==> config.mk <==
export PLATFORM = sky130hd
export DESIGN_NAME = dp_alu
export DESIGN_NICKNAME = d
export VERILOG_FILES = /design/src/rtl/dp_alu_pkg.sv /design/src/rtl/dp_alu_decode.sv /design/src/rtl/dp_alu_addsub.sv /design/src/rtl/dp_alu_logic.sv /design/src/rtl/dp_alu_flags.sv /design/src/rtl/dp_alu.sv
export SDC_FILE = /design/constraint.sdc
export NUM_CORES = 1
export LEC_CHECK = 0
export BUFFER_PORTS_ARGS = -buffer_cell sky130_fd_sc_hd__buf_2
export CAP_MARGIN = 20
export CORE_MARGIN = 2
export CORE_UTILIZATION = 40
export DETAILED_ROUTE_END_ITERATION = 7
export SLEW_MARGIN = 20
export SYNTH_ARGS = -nofsm -noshare
export SYNTH_HDL_FRONTEND = slang
export SYNTH_SLANG_ARGS = --single-unit
==> constraint.sdc <==
create_clock -name clk -period 7.45 [get_ports clk]
set_input_delay 1.49 -clock clk [delete_from_list [all_inputs] [get_ports clk]]
set_output_delay 1.49 -clock clk [all_outputs]
set_load 0.005 [all_outputs]
==> src/rtl/dp_alu_pkg.sv <==
package dp_alu_pkg;

  typedef enum logic [3:0] {
    OP_PASS  = 4'd0,
    OP_PASSN = 4'd1,
    OP_ADD   = 4'd2,
    OP_ADDC  = 4'd3,
    OP_SUB   = 4'd4,
    OP_SUBC  = 4'd5,
    OP_RSUB  = 4'd6,
    OP_RSUBC = 4'd7,
    OP_AND   = 4'd8,
    OP_OR    = 4'd9,
    OP_XOR   = 4'd10,
    OP_CLR   = 4'd11,
    OP_CMP   = 4'd12,
    OP_CMPN  = 4'd13,
    OP_TST   = 4'd14,
    OP_TEQ   = 4'd15
  } alu_op_e;

  typedef enum logic [1:0] {
    CIN_ZERO,
    CIN_ONE,
    CIN_FLAG
  } cin_sel_e;

  typedef enum logic [2:0] {
    LG_AND,
    LG_OR,
    LG_XOR,
    LG_CLR,
    LG_PASS,
    LG_PASSN
  } lgc_sel_e;

  typedef struct packed {
    logic     arith;
    logic     swap;
    logic     inv_y;
    cin_sel_e cin;
    lgc_sel_e lop;
    logic     writes;
    logic     force_upd;
  } alu_ctl_t;

  typedef struct packed {
    logic n;
    logic z;
    logic c;
    logic v;
  } alu_flags_t;

endpackage

==> src/rtl/dp_alu_decode.sv <==
module dp_alu_decode
  import dp_alu_pkg::*;
(
  input  logic [3:0] opcode,
  output alu_ctl_t   ctl
);
  alu_op_e op;
  assign op = alu_op_e'(opcode);

  always_comb begin
    ctl = '{arith: 1'b0, swap: 1'b0, inv_y: 1'b0, cin: CIN_ZERO,
            lop: LG_AND, writes: 1'b1, force_upd: 1'b0};
    unique case (op)
      OP_PASS:  ctl.lop = LG_PASS;
      OP_PASSN: ctl.lop = LG_PASSN;
      OP_ADD:   ctl.arith = 1'b1;
      OP_ADDC:  begin ctl.arith = 1'b1; ctl.cin = CIN_FLAG; end
      OP_SUB:   begin ctl.arith = 1'b1; ctl.inv_y = 1'b1; ctl.cin = CIN_ONE; end
      OP_SUBC:  begin ctl.arith = 1'b1; ctl.inv_y = 1'b1; ctl.cin = CIN_FLAG; end
      OP_RSUB:  begin
                  ctl.arith = 1'b1; ctl.swap = 1'b1;
                  ctl.inv_y = 1'b1; ctl.cin = CIN_ONE;
                end
      OP_RSUBC: begin
                  ctl.arith = 1'b1; ctl.swap = 1'b1;
                  ctl.inv_y = 1'b1; ctl.cin = CIN_FLAG;
                end
      OP_AND:   ctl.lop = LG_AND;
      OP_OR:    ctl.lop = LG_OR;
      OP_XOR:   ctl.lop = LG_XOR;
      OP_CLR:   ctl.lop = LG_CLR;
      OP_CMP:   begin
                  ctl.arith = 1'b1; ctl.inv_y = 1'b1; ctl.cin = CIN_ONE;
                  ctl.writes = 1'b0; ctl.force_upd = 1'b1;
                end
      OP_CMPN:  begin
                  ctl.arith = 1'b1;
                  ctl.writes = 1'b0; ctl.force_upd = 1'b1;
                end
      OP_TST:   begin
                  ctl.lop = LG_AND;
                  ctl.writes = 1'b0; ctl.force_upd = 1'b1;
                end
      OP_TEQ:   begin
                  ctl.lop = LG_XOR;
                  ctl.writes = 1'b0; ctl.force_upd = 1'b1;
                end
      default:  ctl.lop = LG_AND;
    endcase
  end
endmodule

==> src/rtl/dp_alu_addsub.sv <==
module dp_alu_addsub #(
  parameter int WIDTH = 32
) (
  input  logic [WIDTH-1:0] x,
  input  logic [WIDTH-1:0] y,
  input  logic             ci,
  output logic [WIDTH-1:0] sum,
  output logic             cout,
  output logic             ovf
);
  localparam int MSB = WIDTH - 1;

  logic [WIDTH:0] full;

  assign full = {1'b0, x} + {1'b0, y} + {{WIDTH{1'b0}}, ci};
  assign sum  = full[MSB:0];
  assign cout = full[WIDTH];
  // Signed overflow of the effective addition x + y + ci
  assign ovf  = (x[MSB] == y[MSB]) && (sum[MSB] != x[MSB]);
endmodule

==> src/rtl/dp_alu_logic.sv <==
module dp_alu_logic
  import dp_alu_pkg::*;
#(
  parameter int WIDTH = 32
) (
  input  lgc_sel_e         lop,
  input  logic [WIDTH-1:0] a,
  input  logic [WIDTH-1:0] b,
  output logic [WIDTH-1:0] y
);
  always_comb begin
    unique case (lop)
      LG_AND:   y = a & b;
      LG_OR:    y = a | b;
      LG_XOR:   y = a ^ b;
      LG_CLR:   y = a & ~b;
      LG_PASS:  y = b;
      LG_PASSN: y = ~b;
      default:  y = '0;
    endcase
  end
endmodule

==> src/rtl/dp_alu_flags.sv <==
module dp_alu_flags
  import dp_alu_pkg::*;
(
  input  logic       clk,
  input  logic       rst_n,
  input  logic       upd,
  input  logic       arith,
  input  alu_flags_t nxt,
  output alu_flags_t q
);
  always_ff @(posedge clk or negedge rst_n) begin
    if (!rst_n)   q <= '0;
    else if (upd) q <= nxt;
  end


  flags_reset_chk: assert property (@(posedge clk) !rst_n |=> (q == '0));


  flags_hold_chk: assert property (@(posedge clk) disable iff (!rst_n)
    !upd |=> (q == $past(q)));


  logic_v_keep_chk: assert property (@(posedge clk) disable iff (!rst_n)
    (upd && !arith) |=> (q.v == $past(q.v)));
endmodule

==> src/rtl/dp_alu.sv <==
module dp_alu
  import dp_alu_pkg::*;
#(
  parameter int WIDTH = 32
) (
  input  logic             clk,
  input  logic             rst_n,
  input  logic             in_valid,
  input  logic [3:0]       opcode,
  input  logic [WIDTH-1:0] op_a,
  input  logic [WIDTH-1:0] op_b,
  input  logic             carry_in,
  input  logic             shift_carry,
  input  logic             set_flags,
  output logic [WIDTH-1:0] result,
  output logic             result_we,
  output logic             flag_n,
  output logic             flag_z,
  output logic             flag_c,
  output logic             flag_v
);
  localparam int MSB = WIDTH - 1;

  alu_ctl_t         ctl;
  logic [WIDTH-1:0] x, y_raw, y;
  logic             ci;
  logic [WIDTH-1:0] sum, lres;
  logic             cout, ovf;
  logic             upd;
  alu_flags_t       cur, nxt;

  dp_alu_decode u_dec (
    .opcode (opcode),
    .ctl    (ctl)
  );

  // Operand steering: reverse forms swap, subtract forms invert the subtrahend
  assign x     = ctl.swap ? op_b : op_a;
  assign y_raw = ctl.swap ? op_a : op_b;
  assign y     = ctl.inv_y ? ~y_raw : y_raw;

  always_comb begin
    unique case (ctl.cin)
      CIN_ONE:  ci = 1'b1;
      CIN_FLAG: ci = carry_in;
      default:  ci = 1'b0;
    endcase
  end

  dp_alu_addsub #(.WIDTH(WIDTH)) u_add (
    .x    (x),
    .y    (y),
    .ci   (ci),
    .sum  (sum),
    .cout (cout),
    .ovf  (ovf)
  );

  dp_alu_logic #(.WIDTH(WIDTH)) u_lgc (
    .lop (ctl.lop),
    .a   (op_a),
    .b   (op_b),
    .y   (lres)
  );

  assign result    = ctl.arith ? sum : lres;
  assign result_we = in_valid && ctl.writes;
  assign upd       = in_valid && (ctl.force_upd || set_flags);

  always_comb begin
    nxt.n = result[MSB];
    nxt.z = (result == '0);
    nxt.c = ctl.arith ? cout : shift_carry;
    nxt.v = ctl.arith ? ovf : cur.v;
  end

  dp_alu_flags u_flg (
    .clk   (clk),
    .rst_n (rst_n),
    .upd   (upd),
    .arith (ctl.arith),
    .nxt   (nxt),
    .q     (cur)
  );

  assign flag_n = cur.n;
  assign flag_z = cur.z;
  assign flag_c = cur.c;
  assign flag_v = cur.v;


  cmp_no_write_chk: assert property (@(posedge clk) disable iff (!rst_n)
    (in_valid && (opcode >= 4'd12)) |-> !result_we);


  idle_no_write_chk: assert property (@(posedge clk) disable iff (!rst_n)
    !in_valid |-> !result_we);


  logic_c_chk: assert property (@(posedge clk) disable iff (!rst_n)
    (upd && !ctl.arith) |=> (flag_c == $past(shift_carry)));


  zero_flag_chk: assert property (@(posedge clk) disable iff (!rst_n)
    upd |=> (flag_z == ($past(result) == '0)));
endmodule

Word level (Yosys, flattened, before mapping)
Index checks and enable logic that the tools add are counted.

cells by class
  bitwise gates (word level) = 6
  eq/ne operators = 23
  reductions and logical operators = 15
  add/sub/neg operators = 2
  mux-type cells = 13

operator list
  cell                                           number
  one-hot mux 32 bit (6 select lines)            1
  two-way mux 32 bit                             4
  AND 32 bit                                     2
  inverter 32 bit                                2
  adder 32 x 32 -> 33 bit                        1
  adder 33 x 1 -> 33 bit                         1
  logical NOT 32 bit                             1
  bitwise OR 32 bit                              1
  XOR 32 bit                                     1
  == test 4 bit, second input constant           7
  == test 4 x 3 -> 1 bit, second input constant  4
  one-hot mux 3 bit (5 select lines)             1
  == test 4 x 2 -> 1 bit, second input constant  2
  OR reduction 8 bit                             1
  == test 3 x 2 -> 1 bit, second input constant  2
  == test 3 bit, second input constant           2
  OR reduction 3 bit                             2
  OR reduction 5 bit                             1
  == test 4 x 1 -> 1 bit, second input constant  1
  logical NOT 4 bit                              1
  two-way mux 1 bit                              4
  one-hot mux 2 bit (2 select lines)             1
  OR reduction 2 bit                             2
  OR reduction 4 bit                             1
  11 further kinds                               13

storage, ports and cells
  word-level logic and storage cells = 63
  output and inout bits = 37
  input port bits = 74
  bits in registers = 4

Depth between registers and ports, before layout
Gate-level depths: netlist of run 1.

  word-level depth = 10
  depth in mapped cells = 22
  mapped depth without buffers = 19

By module
A second synthesis of run 1 with hierarchy kept.

unflattened totals
  cell total of the unflattened synthesis = 801
  area, all modules = 5891.9 um2

by module, submodules not included
  module         cells an instance  sequential area each (um2)  instances  area each (um2)
  dp_alu_logic   338                0.0                         1          2187.1
  dp_alu_addsub  262                0.0                         1          1843.0
  dp_alu         178                0.0                         1          1634.1
  dp_alu_flags   8                  100.1                       1          145.1
  dp_alu_decode  15                 0.0                         1          82.6

Worst setup path after synthesis of run 1
Ideal clock, no wire load.

  path kind = input-to-output
  from = in opcode[2]
  to = out result[28]
  arrival time = 5.618 ns
  cell stages on the path = 20
  required time = 5.960 ns
  slack = 0.342 ns
  path buffers = 5
  path through = buf_2 > buf_1 > clkbuf_1 > nand2_1 > clkbuf_1 > clkbuf_1 > nor2_1 > a21oi_1 > xnor2_1 > fa_1 > inv_1 > fa_1 > a21o_1 > a221o_1 > a2111oi_4 > a211oi_1 > o21ai_2 > a21boi_1 > or3_1 > a31o_1

on the way
  word-level cells in the longest chain between the ends = 9
  elaborated cells on any way between the ends = 42
  classes of those cells = add/sub: 2; eq/ne: 20; mux: 11; bitwise: 1; reduce/logical: 8

RTL lines
  element                       line                 text
  start: declaration            dp_alu.sv:9          input logic [3:0] opcode,
  == test 4 x 3 -> 1 bit        dp_alu_decode.sv:13  unique case (op)
  OR reduction 2 bit (no line)  n/a
  two-way mux 1 bit             dp_alu_decode.sv:13
  two-way mux 32 bit            dp_alu.sv:39         assign y_raw = ctl.swap ? op_a : op_b;
  inverter 32 bit               dp_alu.sv:40         assign y = ctl.inv_y ? ~y_raw : y_raw;
  two-way mux 32 bit            dp_alu.sv:40
  adder 32 x 32 -> 33 bit       dp_alu_addsub.sv:15  assign full = {1'b0, x} + {1'b0, y} + {{WIDTH{1'b0}}, ci};
  adder 33 x 1 -> 33 bit        dp_alu_addsub.sv:15
  two-way mux 32 bit *          dp_alu.sv:66         assign result = ctl.arith ? sum : lres;
  end: declaration              dp_alu.sv:15         output logic [WIDTH-1:0] result,

Mark *: on every way between the ends. The rest lies on a longest branch, timed or not.

Worst setup path after layout of run 1
Same ends and word-level chain as after synthesis.

==> qor.csv, run 1 <==
metric;value;unit
grt_setup_unrepaired;false;
crit_buf_inv;5;
reg.largest.list;u_flg.q: 4 flops;
area_delta_synth_final;13.0;%
clkTransAtPathRegs;0.03;ns
min_to;u_flg.q[2]$_DFFE_PN0P_;
cap_violations;0;
synth-seq-cells;4;
vias;7316;
grt_max_degree;49;
start_util;0.412;
arrival;5.47;ns
fillCellCount;1567;
cts.path.max_buffers;2;
clock_latency;0.22;ns
min_path_cells;2;
synthCells;951;
syn_nets;1092;
track_usage;0.268;
drive_above_1_share;0.159;
final_cell_mix;a21oi_1, nand2_1, buf_2;
layout_setup_ws;0.494;ns
layout_commonest_cell;a21oi_1;
via_per_inst;6.08;
diodes;0;
yosys_most_used_dff;dfrtp_1;
p_int;392;uW
slew_headroom;0.332;
drt_iter0_drc;537;
numPortBuffers;110;
crit_path_end_kind;output pin;
ant_nets;0;
r2r_setup_slack;6.79;ns
multiInputGateArea;5340;um^2
path_cells;buf_2 -> clkinv_1 -> a211oi_1 -> inv_1 -> ha_1 -> a21oi_1 -> or2_2 -> fa_1 -> inv_1 -> fa_1 -> a21o_1 -> a221o_1 -> a2111oi_4 -> a211oi_1 -> o21ai_2 -> a21boi_1 -> or3_1 -> a31o_1 -> buf_2;
startpoint_type;input port;
fin_crit_sh;0.934;
cp_max_fo;4;
die_h;127;um
cts-root-buf;clkbuf_16;
nets;1163;
cpPeakStageDelay;0.45;ns
drc_errors;0;
cts_resized;0;
pwr-share-clk;0.095;
worst_hold_slack;0.479;ns
hp-start;u_flg.q[2]$_DFFE_PN0P_;
finalSetupViolCount;0;
dp_slack;0.598;ns
fmax;144;MHz
reg2reg_depth;2;
grt_pass1_wl;35.4;mm
netSwitchingFraction;0.544;
ys_types;83;
dieArea;16100;um^2
routabilityCongestion;0.965;
power_density;126;nW/um^2
hp-class;flip-flop to flip-flop;
synth-seq-area-share;0.0166;
min_period;6.96;ns
pin_count;111;
power.total;860;uW
first_pass_iters;5;
irDropWorstVdd;0.000161;V
grt_overflow;0;
antenna_found_initial;0;
hold_buffers;0;
async_reset_ff_frac;1.00;
status;finished, final reports clean;
worstPathRequired;5.96;ns
syn-cell-area;6040;um^2
cp_top_family;compound AO/OA/AOI/OAI gates;
cts_setup_buffers;0;
r2r-end;u_flg.q[0]$_DFFE_PN0P_;
wl_per_cell;18.6;um
critPathSlowestCell;fa_1;
cts_max_level;1;
combPwrFrac;0.872;
avgSynthCellArea;6.35;um^2
switchingPower;468;uW
cts_made_buffers;3;
yosys_warnings;0;
tightest_slew;1.00;ns
clkSinkCount;4;
r2r_start;u_flg.q[0]$_DFFE_PN0P_;
largest_register;u_flg.q;
largest_reg_flops;4;
dp_hpwl;17.1;mm
cts_tree;built;
final.setup.tns;0;ns
rows;44;
grt_pass1_vias;6785;
wl;22.4;mm
p_seq_frac;0.032;
die_x;127;um
hold_viol;0;
leakage;3.37;nW
coreArea;14600;um^2
ff_latch_area;100;um^2
finalClockSkew;0;ns
crit_type;input port to output pin;
maxSlewViolCount;0;
synth-edff-count;0;
[how the worst max path moves through the flow]
stage                          from    endpoint  slack (ns)  cells past startpoint
after floorplan           opcode[2]  result[28]        0.34                     20
after global placement    opcode[2]  result[28]        0.67                     19
after detailed placement  opcode[2]  result[28]        0.60                     19
after CTS                 opcode[2]  result[28]        0.57                     19
after global routing      opcode[2]  result[28]        0.32                     19
final                     opcode[2]  result[28]        0.49                     19
[cells by family after synthesis]
kind of cell	Yosys count	share of synthesized area
flip-flops	4	0.0166
AO/OA/AOI/OAI	356	0.379
AND/OR/NAND/NOR	270	0.205
XOR/XNOR	65	0.0943
multiplexers	36	0.0601
buffers and inverters	153	0.103
adder cells (fa/ha/maj)	67	0.141
[cell usage after synthesis (11+ instances only)]
cell type  instances  area [um^2]
inv_1             81          304
mux2i_1           34          340
a21o_1            18          135
buf_2             21          105
ha_1              65          813
a211oi_1          11         82.6
xnor2_1           20          175
nand3_1           27          135
a21oi_1          120          601
nor3_1            21          105
nor2_1            51          191
clkbuf_1          36          135
o21ai_0           82          410
xor2_1            45          394
nand2_1          113          424
[power groups by stage]
| stage | sequential, mW | combinational, mW | clock [mW] |
|---|---|---|---|
| finish | 0.0277 | 0.750 | 0.0821 |
| global placement | 0.0279 | 0.737 | 0 |
| floorplan | 0.0282 | 0.512 | 0 |
| CTS | 0.0278 | 0.741 | 0.0833 |
| detailed placement | 0.0277 | 0.736 | 0 |
| global route | 0.0283 | 0.830 | 0.0850 |
[stage by stage]
| stage | utilization | std cells | instance area (um^2) |
|---|---|---|---|
| final | 0.466 | 1204 | 6820 |
| after global routing | 0.466 | 1204 | 6820 |
| after CTS | 0.465 | 1203 | 6810 |
| after detailed placement | 0.460 | 1200 | 6740 |
| after global placement | 0.460 | 1200 | 6740 |
| after floorplan | - | 951 | 6040 |
[worst reg2reg max path: cells and delay by family, from the launching register on]
kind	cells	cell delay (ns)
compound gates	2	0.16
flops	1	0.37
[metal layers]
| metal | share of wire | vias up | GRT usage |
|---|---|---|---|
| met5 | 0 | - | 0 |
| met4 | 0.021 | 0 | 0.0756 |
| met3 | 0.063 | 36 | 0.0224 |
| met2 | 0.45 | 270 | 0.436 |
| met1 | 0.46 | 3407 | 0.380 |
| li1 | - | 3603 | - |
[layout make-up]
cell class / count / share of cell area
inverter: 82 / 0.0451
timing repair buffer: 137 / 0.112
tap: 184 / 0.0337
clock buffer: 3 / 0.0110
sequential: 4 / 0.0147
multi-input combinational: 794 / 0.783
Power figures use the tool's default switching activity.
==> run 2: changes to the inputs <==
--- a/config.mk
+++ b/config.mk
@@ -8,8 +8,9 @@
 export BUFFER_PORTS_ARGS = -buffer_cell sky130_fd_sc_hd__buf_2
 export CAP_MARGIN = 20
 export CORE_MARGIN = 2
-export CORE_UTILIZATION = 40
+export CORE_UTILIZATION = 45
 export DETAILED_ROUTE_END_ITERATION = 7
+export PLACE_DENSITY = 0.67
 export SLEW_MARGIN = 20
 export SYNTH_ARGS = -nofsm -noshare
 export SYNTH_HDL_FRONTEND = slang
==> run 2 against run 1 <==
- design area is 0.37% lower
- via count is 2.4% higher
- combinational power is 0.8% higher
- sequential power is 2% higher
- first-iteration DRC count is 72% higher
- maximum frequency is 0.41% lower
- wire length is 1.6% higher
- final cell count is 0.75% lower
- clock power is 2% higher
- critical endpoint unchanged
- largest power group unchanged
==> qor.csv, run 2 (synthesis gave the netlist of run 1 again) <==
metric;value;unit;change
status;finished, final reports clean;;
hold_buffers;0;;unchanged
r2r_setup_slack;6.73;ns;-0.06 ns
hp-class;flip-flop to flip-flop;;
finalClockSkew;0;ns;unchanged
arrival;5.49;ns;+0.02 ns
layout_commonest_cell;a21oi_1;;
worst_hold_slack;0.499;ns;+0.0200 ns
final.setup.tns;0;ns;unchanged
startpoint_type;input port;;
fin_crit_sh;0.937;;+0.00383
die_h;120;um;-5.5%
die_x;120;um;-5.5%
nets;1162;;-0.086%
grt_setup_unrepaired;false;;
reg2reg_depth;2;;unchanged
rows;42;;-4.5%
largest_reg_flops;4;;unchanged
crit_start;opcode[2];;
cts_made_buffers;3;;unchanged
min_path_cells;2;;unchanged
crit_path_end_kind;output pin;;
fillCellCount;1362;;-13%
drt_iter0_drc;925;;+72%
clkTransAtPathRegs;0.03;ns;about the same
area_delta_synth_final;12.6;%;
routabilityCongestion;1.06;;+9.6%
drive_above_1_share;0.156;;-0.00279
track_usage;0.304;;+0.0357
numPlacedInstances;1192;;-0.67%
grt_max_degree;68;;+39%
cts.path.max_buffers;2;;unchanged
irDropWorstVdd;0.000110;V;-32%
dp_hpwl;17.1;mm;+0.38%
cp_max_fo;6;;+2
slew_headroom;0.334;;+0.00143
grt.busiest_layer;met2;;
dieArea;14400;um^2;-11%
final_cell_mix;a21oi_1, nand2_1, buf_2;;
pin_count;111;;unchanged
wl;22.7;mm;+1.6%
via_per_inst;6.27;;+3.1%
wl_per_cell;19.0;um;+2.4%
diodes;0;;unchanged
leakage;3.36;nW;-0.17%
met2_usage;0.486;;+0.0506
largest_register;u_flg.q;;
numPortBuffers;110;;unchanged
clkSinkCount;4;;unchanged
tightest_slew;1.00;ns;-0.00107 ns
grt_pass1_wl;35.5;mm;+0.41%
min_period;6.98;ns;+0.0285 ns
cts_max_level;1;;unchanged
ant_nets;0;;unchanged
cts_setup_buffers;0;;unchanged
cts_tree;built;;
power_density;128;nW/um^2;+1.4%
finalSetupViolCount;0;;unchanged
gr-usage-met1;0.431;;+0.0507
coreArea;13200;um^2;-9.9%
grt_pass1_vias;6838;;+0.78%
antenna_found_initial;0;;unchanged
first_pass_iters;6;;+1
reg.largest.list;u_flg.q: 4 flops;;
drc_errors;0;;unchanged
final_util;0.515;;+0.0494
hold_viol;0;;unchanged
grt_overflow;0;;unchanged
vias;7490;;+2.4%
power.total;869;uW;+1.0%
crit_type;input port to output pin;;
r2r-end;u_flg.q[0]$_DFFE_PN0P_;;
use_met3;0.0318;;+0.00949
endpoint;result[28];;
r2r_start;u_flg.q[0]$_DFFE_PN0P_;;
cts-root-buf;clkbuf_16;;
cts_resized;0;;unchanged
start_util;0.458;;+0.0454
maxSlewViolCount;0;;unchanged
fmax;143;MHz;-0.41%
cap_violations;0;;unchanged
stdcell_count;1195;;-0.75%
worstPathRequired;5.96;ns;about the same
clock_latency;0.22;ns;about the same
-- run 2: final cells by class --
cell class	instances	area, um^2	area share
Tap cell	176	220	0.0324
Clock buffer	3	75.1	0.0110
Timing Repair Buffer	136	758	0.112
Inverter	82	308	0.0453
Sequential cell	4	100	0.0147
Multi-Input combinational cell	794	5340	0.785
-- run 2: how the worst min path moves through the flow --
stage | endpoint | start | slack [ns]
finish | u_flg.q[1]$_DFFE_PN0P_ | u_flg.q[1]$_DFFE_PN0P_ | 0.50
global route | u_flg.q[1]$_DFFE_PN0P_ | u_flg.q[1]$_DFFE_PN0P_ | 0.50
CTS | u_flg.q[1]$_DFFE_PN0P_ | u_flg.q[1]$_DFFE_PN0P_ | 0.50
detailed placement | u_flg.q[3]$_DFFE_PN0P_ | u_flg.q[3]$_DFFE_PN0P_ | 0.48
global placement | u_flg.q[1]$_DFFE_PN0P_ | u_flg.q[1]$_DFFE_PN0P_ | 0.47
floorplan | u_flg.q[1]$_DFFE_PN0P_ | u_flg.q[1]$_DFFE_PN0P_ | 0.47
-- run 2: metal layers --
metal | wire, um | share of wire | vias up
li1 | - | - | 3601
met1 | 10100 | 0.44 | 3475
met2 | 10100 | 0.44 | 363
met3 | 1900 | 0.084 | 51
met4 | 634 | 0.028 | 0
met5 | 0 | 0 | -
-- run 2: where the power goes --
part	total [mW]	switching (mW)	leakage, nW	internal [mW]
Clock	0.0840	0.0154	0.0370	0.0686
Sequential	0.0283	0.00247	0.0518	0.0258
Combinational	0.756	0.458	3.27	0.298
Total	0.869	0.476	3.36	0.392
-- run 2: per-stage QoR --
step | worst slack (ns) | area [um^2]
floorplan | 0.342 | 6040
global placement | 0.626 | 6720
detailed placement | 0.513 | 6720
CTS | 0.497 | 6800
global route | 0.201 | 6800
finish | 0.466 | 6800
-- run 2: critical path: stages --
cell	delay, ns
buf_2	0.16
clkinv_1	0.10
a211oi_1	0.33
inv_1	0.10
ha_1	0.21
a21oi_1	0.10
or2_2	0.13
fa_1	0.19
inv_1	0.06
fa_1	0.45
a21o_1	0.23
a221o_1	0.39
a2111oi_4	0.35
a211oi_1	0.19
o21ai_2	0.23
a21boi_1	0.10
or3_1	0.30
a31o_1	0.24
buf_2	0.13
==> run 3: changes to the inputs <==
--- a/config.mk
+++ b/config.mk
@@ -7,8 +7,9 @@
 export LEC_CHECK = 0
 export BUFFER_PORTS_ARGS = -buffer_cell sky130_fd_sc_hd__buf_2
 export CAP_MARGIN = 20
-export CORE_MARGIN = 2
+export CORE_MARGIN = 3
 export CORE_UTILIZATION = 45
+export CTS_CLUSTER_SIZE = 30
 export DETAILED_ROUTE_END_ITERATION = 7
 export PLACE_DENSITY = 0.67
 export SLEW_MARGIN = 20
==> run 3 against run 2 <==
- critical path depth decreased by 2
- design area unchanged
- power is 0.61% lower
- sequential cell count unchanged
- clock skew is the same
- wire length fell by 1.1%
- via count down 0.28%
- count of clock-buffer cells in the layout is the same
- maximum frequency increased by 0.16%
- critical endpoint unchanged
- highest routed layer unchanged
==> qor.csv, run 3 (synthesis gave the netlist of run 1 again) <==
metric;value;unit;change
cap_violations;0;;unchanged
layout_setup_ws;0.477;ns;+0.0114 ns
crit_type;input port to output pin;;
fillCellCount;1409;;+3.5%
dieArea;14800;um^2;+3.4%
hold_viol;0;;unchanged
cts_max_level;1;;unchanged
hp-class;flip-flop to flip-flop;;
first_pass_iters;7;;+1
routabilityCongestion;0.967;;-8.5%
numPortBuffers;110;;unchanged
wl;22.5;mm;-1.1%
area_delta_synth_final;12.6;%;unchanged
startpoint_type;input port;;
power_density;127;nW/um^2;-0.61%
cp_max_fo;38;;+32
maxSlewViolCount;0;;unchanged
cts_resized;0;;unchanged
cts.path.max_buffers;2;;unchanged
wl_per_cell;18.8;um;-0.92%
status;finished, final reports clean;;
clkSinkCount;4;;unchanged
finalClockSkew;0;ns;unchanged
leakage;3.37;nW;+0.11%
ant_nets;0;;unchanged
grt_setup_unrepaired;false;;
reg.largest.list;u_flg.q: 4 flops;;
grt_overflow;0;;unchanged
dp_slack;0.552;ns;+0.0391 ns
dp_hpwl;17.2;mm;about the same
drc_errors;0;;unchanged
grt_pass1_vias;6862;;+0.35%
fin_crit_sh;0.936;;-0.00153
crit_path_end_kind;output pin;;
track_usage;0.295;;-0.00937
hold_buffers;0;;unchanged
coreArea;12900;um^2;-2.4%
die_x;122;um;+1.7%
clock_latency;0.22;ns;about the same
antenna_found_initial;0;;unchanged
min_period;6.97;ns;-0.0114 ns
arrival;5.48;ns;about the same
cpPeakStageDelay;0.41;ns;-0.04 ns
largest_register;u_flg.q;;
clkTransAtPathRegs;0.03;ns;about the same
vias;7469;;-0.28%
grt_max_degree;47;;-31%
path_cells;buf_2 -> nor2b_1 -> nand2_4 -> buf_4 -> buf_4 -> mux2i_1 -> xor2_1 -> ha_1 -> a21oi_1 -> nand2_1 -> o21ai_0 -> a211oi_1 -> o21ai_2 -> a21boi_1 -> or3_1 -> a31o_1 -> buf_2;;
crit_buf_inv;4;;-1
slew_headroom;0.298;;-0.0360
via_per_inst;6.26;;-0.11%
final.setup.tns;0;ns;unchanged
worstPathRequired;5.96;ns;about the same
drt_iter0_drc;761;;-18%
tightest_slew;1.05;ns;+0.0514 ns
layout_commonest_cell;a21oi_1;;
cts_tree;built;;
drive_above_1_share;0.159;;+0.00263
die_h;122;um;+1.7%
diodes;0;;unchanged
grt_pass1_wl;35.7;mm;+0.45%
pin_count;111;;unchanged
rows;41;;-2.4%
irDropWorstVdd;0.000176;V;+60%
cts_setup_buffers;0;;unchanged
finalSetupViolCount;0;;unchanged
nets;1164;;+0.17%
critPathSlowestCell;buf_4;;
start_util;0.469;;+0.0112
final_cell_mix;a21oi_1, nand2_1, buf_2;;
cts-root-buf;clkbuf_16;;
cp_top_family;compound AO/OA/AOI/OAI gates;;
cts_made_buffers;3;;unchanged
fmax;143;MHz;+0.16%
largest_reg_flops;4;;unchanged
[run 3: path summary, 6_finish.rpt]
path / cells past startpoint / to / slack (ns) / startpoint
worst min register to register: 2 / u_flg.q[2]$_DFFE_PN0P_ / 0.49 / u_flg.q[2]$_DFFE_PN0P_
worst min-delay path: 2 / u_flg.q[2]$_DFFE_PN0P_ / 0.49 / u_flg.q[2]$_DFFE_PN0P_
min in group asynchronous: 1 / u_flg.q[0]$_DFFE_PN0P_ / 1.06 / rst_n
worst max-delay path: 17 / result[28] / 0.48 / opcode[3]
worst max register to register: 2 / u_flg.q[1]$_DFFE_PN0P_ / 6.79 / u_flg.q[1]$_DFFE_PN0P_
max in group asynchronous: 1 / u_flg.q[2]$_DFFE_PN0P_ / 6.27 / rst_n
[run 3: worst reg2reg max path: cells and delay by family, from the launching register on]
family | cells | cell delay [ns]
flops | 1 | 0.37
compound gates | 1 | 0.08
simple gates | 1 | 0.07
[run 3: per-layer routing]
metal / vias to the layer above / share of wire / wire, um / global-route usage
li1: 3617 / - / - / -
met1: 3448 / 0.44 / 9990 / 0.419
met2: 363 / 0.45 / 10100 / 0.482
met3: 41 / 0.085 / 1910 / 0.0269
met4: 0 / 0.021 / 465 / 0.0686
met5: - / 0 / 0 / 0
[run 3: where the power goes]
group / switching (mW) / internal [mW]
logic: 0.455 / 0.297
clock network: 0.0152 / 0.0686
registers: 0.00188 / 0.0258
total: 0.472 / 0.391
[run 3: area by class of cell]
| class | count | area [um^2] | area share |
|---|---|---|---|
| multi-input combinational | 794 | 5340 | 0.785 |
| timing repair buffer | 138 | 761 | 0.112 |
| inverter | 82 | 308 | 0.0453 |
| tap | 172 | 215 | 0.0317 |
| sequential | 4 | 100 | 0.0147 |
| clock buffer | 3 | 75.1 | 0.0110 |
[run 3: per-stage QoR]
stage	total power [mW]	hold slack, ns	area, um^2	cells	utilization
after floorplan	0.540	0.473	6040	951	-
after global placement	0.759	0.473	6720	1190	0.522
after detailed placement	0.761	0.480	6720	1190	0.522
after CTS	0.850	0.491	6800	1193	0.528
after global routing	0.941	0.531	6800	1193	0.528
final	0.863	0.488	6800	1193	0.528
